**config.mk**
```make
export PLATFORM = sky130hd
export DESIGN_NAME = noise_sync_gate
export DESIGN_NICKNAME = d
export VERILOG_FILES = /design/src/rtl/ns_pkg.sv /design/src/rtl/ns_edge.sv /design/src/rtl/ns_timer.sv /design/src/rtl/noise_sync_gate.sv
export SDC_FILE = /design/constraint.sdc
export NUM_CORES = 1
export LEC_CHECK = 0
export ABC_CLOCK_PERIOD_IN_PS = 1900
export BUFFER_PORTS_ARGS = -buffer_cell sky130_fd_sc_hd__buf_2
export CAP_MARGIN = 20
export CORE_MARGIN = 2
export CORE_UTILIZATION = 52
export DETAILED_ROUTE_END_ITERATION = 8
export PLACE_DENSITY = 0.74
export SYNTH_ARGS = -nofsm -noshare
export SYNTH_HDL_FRONTEND = slang
export SYNTH_SLANG_ARGS = --single-unit
```
**constraint.sdc**
```tcl
create_clock -name clk -period 1.9 [get_ports clk]
set_input_delay 0.095 -clock clk [delete_from_list [all_inputs] [get_ports clk]]
set_output_delay 0.095 -clock clk [all_outputs]
set_load 0.005 [all_outputs]
```
**src/rtl/ns_pkg.sv**
```systemverilog
package ns_pkg;

    typedef enum logic [1:0] {
        ST_ARM  = 2'd0,
        ST_SCAN = 2'd1,
        ST_WAIT = 2'd2
    } gate_st_t;

    typedef struct packed {
        gate_st_t st;
        logic     start;
        logic     wake;
        logic     err;
    } gate_reg_t;

endpackage

```
**src/rtl/ns_edge.sv**
```systemverilog
module ns_edge #(
    parameter int STAGES = 2
) (
    input  logic clk,
    input  logic rst_n,
    input  logic raw_i,
    output logic fall_o
);
    localparam int LEN = STAGES + 1;

    logic [LEN-1:0] pipe_d, pipe_q;

    always_comb begin
        pipe_d = {pipe_q[LEN-2:0], raw_i};
    end

    always_ff @(posedge clk or negedge rst_n) begin
        if (!rst_n) pipe_q <= '0;
        else        pipe_q <= pipe_d;
    end

    // newest synchronised sample low, the one before it high
    assign fall_o = pipe_q[LEN-1] & ~pipe_q[LEN-2];

endmodule

```
**src/rtl/ns_timer.sv**
```systemverilog
module ns_timer #(
    parameter int LIMIT = 100
) (
    input  logic clk,
    input  logic rst_n,
    input  logic clr_i,
    input  logic inc_i,
    output logic last_o
);
    localparam int W = (LIMIT > 1) ? $clog2(LIMIT) : 1;
    localparam logic [W-1:0] LAST = W'(LIMIT - 1);

    logic [W-1:0] cnt_d, cnt_q;

    always_comb begin
        cnt_d = cnt_q;
        if (clr_i)                     cnt_d = '0;
        else if (inc_i && cnt_q != LAST) cnt_d = cnt_q + 1'b1;
    end

    always_ff @(posedge clk or negedge rst_n) begin
        if (!rst_n) cnt_q <= '0;
        else        cnt_q <= cnt_d;
    end

    assign last_o = (cnt_q == LAST);

endmodule

```
**src/rtl/noise_sync_gate.sv**
```systemverilog
module noise_sync_gate
    import ns_pkg::*;
#(
    parameter int WAIT_TICKS  = 100,
    parameter int SYNC_STAGES = 2
) (
    input  logic clk,
    input  logic rst_n,
    input  logic ms_tick,
    input  logic sync_in,
    input  logic sync_en,
    input  logic scan_done,
    input  logic sleep,
    input  logic err_clr,
    output logic scan_start,
    output logic wake,
    output logic sync_err
);
    gate_reg_t fsm_d, fsm_q;
    logic      fall;
    logic      tmr_last;
    logic      tmr_inc;
    logic      tmr_clr;
    logic      err_set;

    ns_edge #(.STAGES(SYNC_STAGES)) u_edge (
        .clk   (clk),
        .rst_n (rst_n),
        .raw_i (sync_in),
        .fall_o(fall)
    );

    ns_timer #(.LIMIT(WAIT_TICKS)) u_timer (
        .clk   (clk),
        .rst_n (rst_n),
        .clr_i (tmr_clr),
        .inc_i (tmr_inc),
        .last_o(tmr_last)
    );

    assign tmr_clr = (fsm_q.st != ST_WAIT);

    always_comb begin
        fsm_d       = fsm_q;
        fsm_d.start = 1'b0;
        fsm_d.wake  = sleep & fall;
        tmr_inc     = 1'b0;
        err_set     = 1'b0;

        unique case (fsm_q.st)
            ST_ARM: begin
                if (!sleep) begin
                    fsm_d.start = 1'b1;
                    fsm_d.st    = ST_SCAN;
                end
            end
            ST_SCAN: begin
                if (scan_done) begin
                    if (sync_en)     fsm_d.st    = ST_WAIT;
                    else if (sleep)  fsm_d.st    = ST_ARM;
                    else             fsm_d.start = 1'b1;
                end
            end
            ST_WAIT: begin
                if (!sleep) begin
                    if (!sync_en || fall) begin
                        fsm_d.start = 1'b1;
                        fsm_d.st    = ST_SCAN;
                    end else if (ms_tick) begin
                        tmr_inc = 1'b1;
                        if (tmr_last) begin
                            fsm_d.start = 1'b1;
                            fsm_d.st    = ST_SCAN;
                            err_set     = 1'b1;
                        end
                    end
                end
            end
            default: fsm_d.st = ST_ARM;
        endcase

        if (err_set)      fsm_d.err = 1'b1;
        else if (err_clr) fsm_d.err = 1'b0;
    end

    always_ff @(posedge clk or negedge rst_n) begin
        if (!rst_n) begin
            fsm_q.st    <= ST_ARM;
            fsm_q.start <= 1'b0;
            fsm_q.wake  <= 1'b0;
            fsm_q.err   <= 1'b0;
        end else begin
            fsm_q <= fsm_d;
        end
    end

    assign scan_start = fsm_q.start;
    assign wake       = fsm_q.wake;
    assign sync_err   = fsm_q.err;

endmodule


```
## Yosys cells after proc, flatten, opt, wreduce, memory -nomap -nowiden

Cells that the tools add are included.
W data, S select, Z words.

| operators by class | value |
|---|---|
| add/subtract/negate cells | 1 |
| equal/unequal tests | 11 |
| muxes and demuxes | 25 |
| bitwise gates (word level) | 3 |
| reductions and logical operators | 7 |

Operators by type and width:

| operator | count |
|---|---|
| $mux W3 | 6 |
| $mux W7 | 2 |
| $mux W1 | 13 |
| $ne A3 B3 Y1 const B | 3 |
| $ne A2 B2 Y1 const B | 4 |
| $add A7 B1 Y7 const B | 1 |
| $eq A7 B7 Y1 const B | 1 |
| $ne A7 B7 Y1 const B | 1 |
| $pmux W2 S3 | 1 |
| $reduce_and A6 Y1 | 1 |
| $mux W2 | 2 |
| $reduce_bool A2 Y1 | 2 |
| $pmux W1 S3 | 1 |
| $and A1 B1 Y1 | 2 |
| $eq A2 B1 Y1 const B | 1 |
| $eq A2 B2 Y1 const B | 1 |
| $logic_not A2 Y1 | 1 |
| $logic_and A1 B1 Y1 | 1 |
| $logic_not A1 Y1 | 1 |
| $logic_or A1 B1 Y1 | 1 |
| $not A1 Y1 | 1 |

| storage, ports and cells | value |
|---|---|
| register bits | 15 |
| input port bits | 8 |
| output and inout port bits | 3 |

## Depth between registers and ports, before layout

| depth | value |
|---|---|
| depth in word-level cells | 9 |
| depth in mapped cells | 5 |
| depth with buffers taken out | 5 |

## Cells and area by module

From an unflattened synthesis, not the netlist that was laid out.

| second synthesis, totals | value |
|---|---|
| cells, all modules | 69 |
| area, all modules | 740.7 µm² |

By module, submodules not included:

| module | instances | cells each | area each (µm²) | seq. area each (µm²) |
|---|---|---|---|---|
| ns_timer | 1 | 44 | 416.6 | 175.2 |
| noise_sync_gate | 1 | 21 | 235.2 | 125.1 |
| ns_edge | 1 | 4 | 88.8 | 75.1 |

## Worst setup path before layout

OpenSTA, ideal clock, no wires.

| timing path | value |
|---|---|
| path kind | reg2reg |
| start point | register u_timer.cnt_q[0] |
| end point | register u_timer.cnt_q[1] |
| library setup time | 132 ps |
| arrival time | 1,363 ps |
| slack | 406 ps |
| stages on the path, launching flop included | 6 |
| buffers on the path | 0 |
| period minus slack after synthesis | 1,494 ps |
| cell sequence | dfrtp_1 -> ha_1 -> and2_1 -> a211oi_1 -> mux2i_1 -> nor2_1 |

| between the ends | value |
|---|---|
| longest elaborated chain between the ends | 3 |
| elaborated cells between the ends (all ways) | 6 |

Ends and longest elaborated chain:

| item | line | text |
|---|---|---|
| start, declared | ns_timer.sv:13 | `logic [W-1:0] cnt_d, cnt_q;` |
| start signal, assigned | ns_timer.sv:23 | `else cnt_q <= cnt_d;` |
| $add A7 B1 Y7 / $ne A7 B7 Y1 (equally long branches) | ns_timer.sv:18 | `else if (inc_i && cnt_q != LAST) cnt_d = cnt_q + 1'b1;` |
| $mux W7 / $logic_and A1 B1 Y1 (equally long branches) | ns_timer.sv:18 |  |
| $mux W7 / $reduce_bool A2 Y1 (equally long branches) | n/a |  |

Parallel ways exist; a longest one is shown, timed or not. The select of a mux whose other input is x is not followed.
A chain may end at the register's enable or synchronous reset.

==> flow_metrics.env <==
export IMPL_post_cts_resized=0
export IMPL_wire_per_inst_um=12.9
export IMPL_ant_nets=0
export IMPL_synth_distinct_cells=27
export IMPL_synthCells=67
export IMPL_initial_core_util_pct=54.9
export IMPL_synth_simple_area_share_pct=24.6
export IMPL_layout_commonest_cell="dfrtp_1"
export IMPL_viasPerCell=5.65
export IMPL_critPathLaunch="u_timer.cnt_q[0]"
export IMPL_worst_slew_pin_slew_ns=0.550
export IMPL_maxSlewViolCount=0
export IMPL_rsz0062_at_grt="false"
export IMPL_outcome="completed"
export IMPL_worst_clock_skew_ns=0.00995
export IMPL_synthFlopType="dfrtp_1"
export IMPL_placedCellCount=91
export IMPL_portBuffers=10
export IMPL_power_density_nw_per_um2=744
export IMPL_synthMuxAreaShare_pct=1.42
export IMPL_syn_to_final_growth_pct=17.7
export IMPL_synth_xor_area_share_pct=6.21
export IMPL_drc=0
export IMPL_htreeDepth=1
export IMPL_synth_compound_area_share_pct=9.57
export IMPL_overflow=0
export IMPL_die_area_um2=1670
export IMPL_regToRegStartpoint="u_timer.cnt_q[0]"
export IMPL_clock_sinks=15
export IMPL_path_class="flop to flop"
export IMPL_vias=554
export IMPL_min_path_type="input port to flop"
export IMPL_final_setup_viol_count=0
export IMPL_netlist_area_um2=706
export IMPL_synth_top_family_by_area="simple AND/OR/NAND/NOR gates"
export IMPL_cts_tree="built"
export IMPL_ys_seq_elements=15
export IMPL_syn_avg_cell_area_um2=10.5
export IMPL_max_clock_path_buffers=2
export IMPL_die_x_um=40.8
export IMPL_drt_iter0_drc=17
export IMPL_synth_top_cell_by_area="dfrtp_1"
export IMPL_synth_edff_count=0
export IMPL_final_core_util_pct=64.7
export IMPL_die_h_um=40.8
export IMPL_layout_drive_gt1_share_pct=18.1
export IMPL_fmax_ghz=0.614
export IMPL_synthArstFlopShare_pct=100
export IMPL_netlist_top_cells_area="dfrtp_1 53%, xnor2_1 6.2%, nor2_1 4.3%"
export IMPL_routabilityCongestion=0.796
export IMPL_startpoint_type="flop"
export IMPL_syn_num_nets=76
export IMPL_yosys_area_top_type_share_pct=53.2
export IMPL_setup_tns_ns=0
export IMPL_antenna_found_initial=0
export IMPL_core_area_um2=1280
export IMPL_critPathMaxStageDelay_ns=0.44
export IMPL_floorplan_rows=13
export IMPL_nNetsFinal=93
export IMPL_cap_violations=0
export IMPL_drt_pass1_iterations=4
export IMPL_path_cells="ha_1, and2_1, a311oi_1, o22ai_1, nor2b_1"
export IMPL_cp_arrival_ns=1.82
export IMPL_clock_latency_ns=0.29
export IMPL_hpwl_um=916
export IMPL_mostFrequentLayoutCells="15 x dfrtp_1, 10 x buf_2, 8 x nor2_1, 5 x xnor2_1"
export IMPL_num_fill_cells=103
export IMPL_n_antenna_cell=0
export IMPL_cp_end_kind="flop"
export IMPL_slew_limit_headroom_pct=63.3
export IMPL_crit_required_ns=2.09
export IMPL_grt_max_degree=16
export IMPL_io_pins=11
export IMPL_p_leak_uw=0.000346
export IMPL_synthAdderAreaFrac_pct=1.77
export IMPL_crit_slowest_cell="a311oi_1"
export IMPL_grt_pass1_vias=424
export IMPL_cp_max_fo=4
export IMPL_grt_pass1_wl_mm=1.81
export IMPL_hold_viol_final=0
export IMPL_ys_seq_area_share_pct=53.2
export IMPL_fin_crit_sh_pct=85.7
export IMPL_ir_worst_vdd_uv=334
export IMPL_gr_usage_all_layers_pct=17.4
export IMPL_hp_start="sleep"
export IMPL_wirelength_mm=1.26
export IMPL_ys_warn_count=0
export IMPL_period_needed_ns=1.63
export IMPL_cts_buffers=3
export IMPL_cts_root_buf="clkbuf_4"
export IMPL_fin_cells=98
export IMPL_cts_clk_slew_worst_paths_ns=0.09
[registers in the layout (all words and copies together) (netlist names)]
name / count
u_edge.pipe_q: 3
scan_start: 1
sync_err: 1
fsm_q: 2
wake: 1
u_timer.cnt_q: 7
[stage by stage]
stage	hold slack [ns]	instance area [um^2]	setup slack, ns	total power, uW
global route	0.0549	831	0.173	646
CTS	0.00445	821	0.275	619
global placement	0.00906	774	0.327	434
detailed placement	0.0103	774	0.297	437
floorplan	-0.201	706	0.406	401
finish	0.0418	831	0.271	618
[cell type report]
cell class	instances	area (um^2)	share of cell area, %
sequential	15	375	45.2
multi-input combinational	46	308	37.0
timing repair buffer	14	87.6	10.5
clock buffer	4	26.3	3.16
tap	15	18.8	2.26
inverter	4	15.0	1.81
[cell usage after synthesis (2+ instances only)]
master,n
inv_1,4
clkbuf_1,2
nand3b_1,2
nand2_1,4
nand3_1,2
dfrtp_1,15
nor4_1,3
nor2_1,8
a21oi_1,2
o22ai_1,2
nor2b_1,2
xnor2_1,5
and2_1,2
[where the power goes]
group	internal, uW	switching [uW]
clock	81.6	101
sequential	338	17.6
combinational	39.3	40.5
[cell families (layout without fill, tap and decap cells)]
kind of cell,Yosys count,in the layout
XOR/XNOR,5,5
adder cells (fa/ha/maj),1,1
multiplexers,1,1
AND/OR/NAND/NOR,29,29
flip-flops,15,15
buffers and inverters,6,22
AO/OA/AOI/OAI,10,10
[worst max-delay path, delay by kind of cell, from the launching register on]
| family | cells | cell delay, ns |
|---|---|---|
| compound gates | 2 | 0.56 |
| fa+ha+maj | 1 | 0.24 |
| flops | 1 | 0.42 |
| simple gates | 2 | 0.31 |
[layer usage]
layer	routed length, um	GRT usage (%)	vias up
met5	0	0	-
met3	66	3.80	4
met4	24	10.0	0
met1	571	21.8	264
li1	-	-	273
met2	600	27.3	13
[path summary, 6_finish.rpt]
path,endpoint,slack (ns),depth (start not counted)
min reg2reg,u_edge.pipe_q[1],0.36,0
max reg2reg,scan_start,0.27,5
max,scan_start,0.27,5
min,scan_start,0.04,2
max in group asynchronous,u_timer.cnt_q[4],1.43,2
min in group asynchronous,wake,0.22,2
[repair_timing]
action	in CTS	in global routing
buffers inserted	0	0
endpoints found under the setup margin	0	0
endpoints found under the hold margin	16	1
hold buffers	2	1
Power figures use the tool's default switching activity.
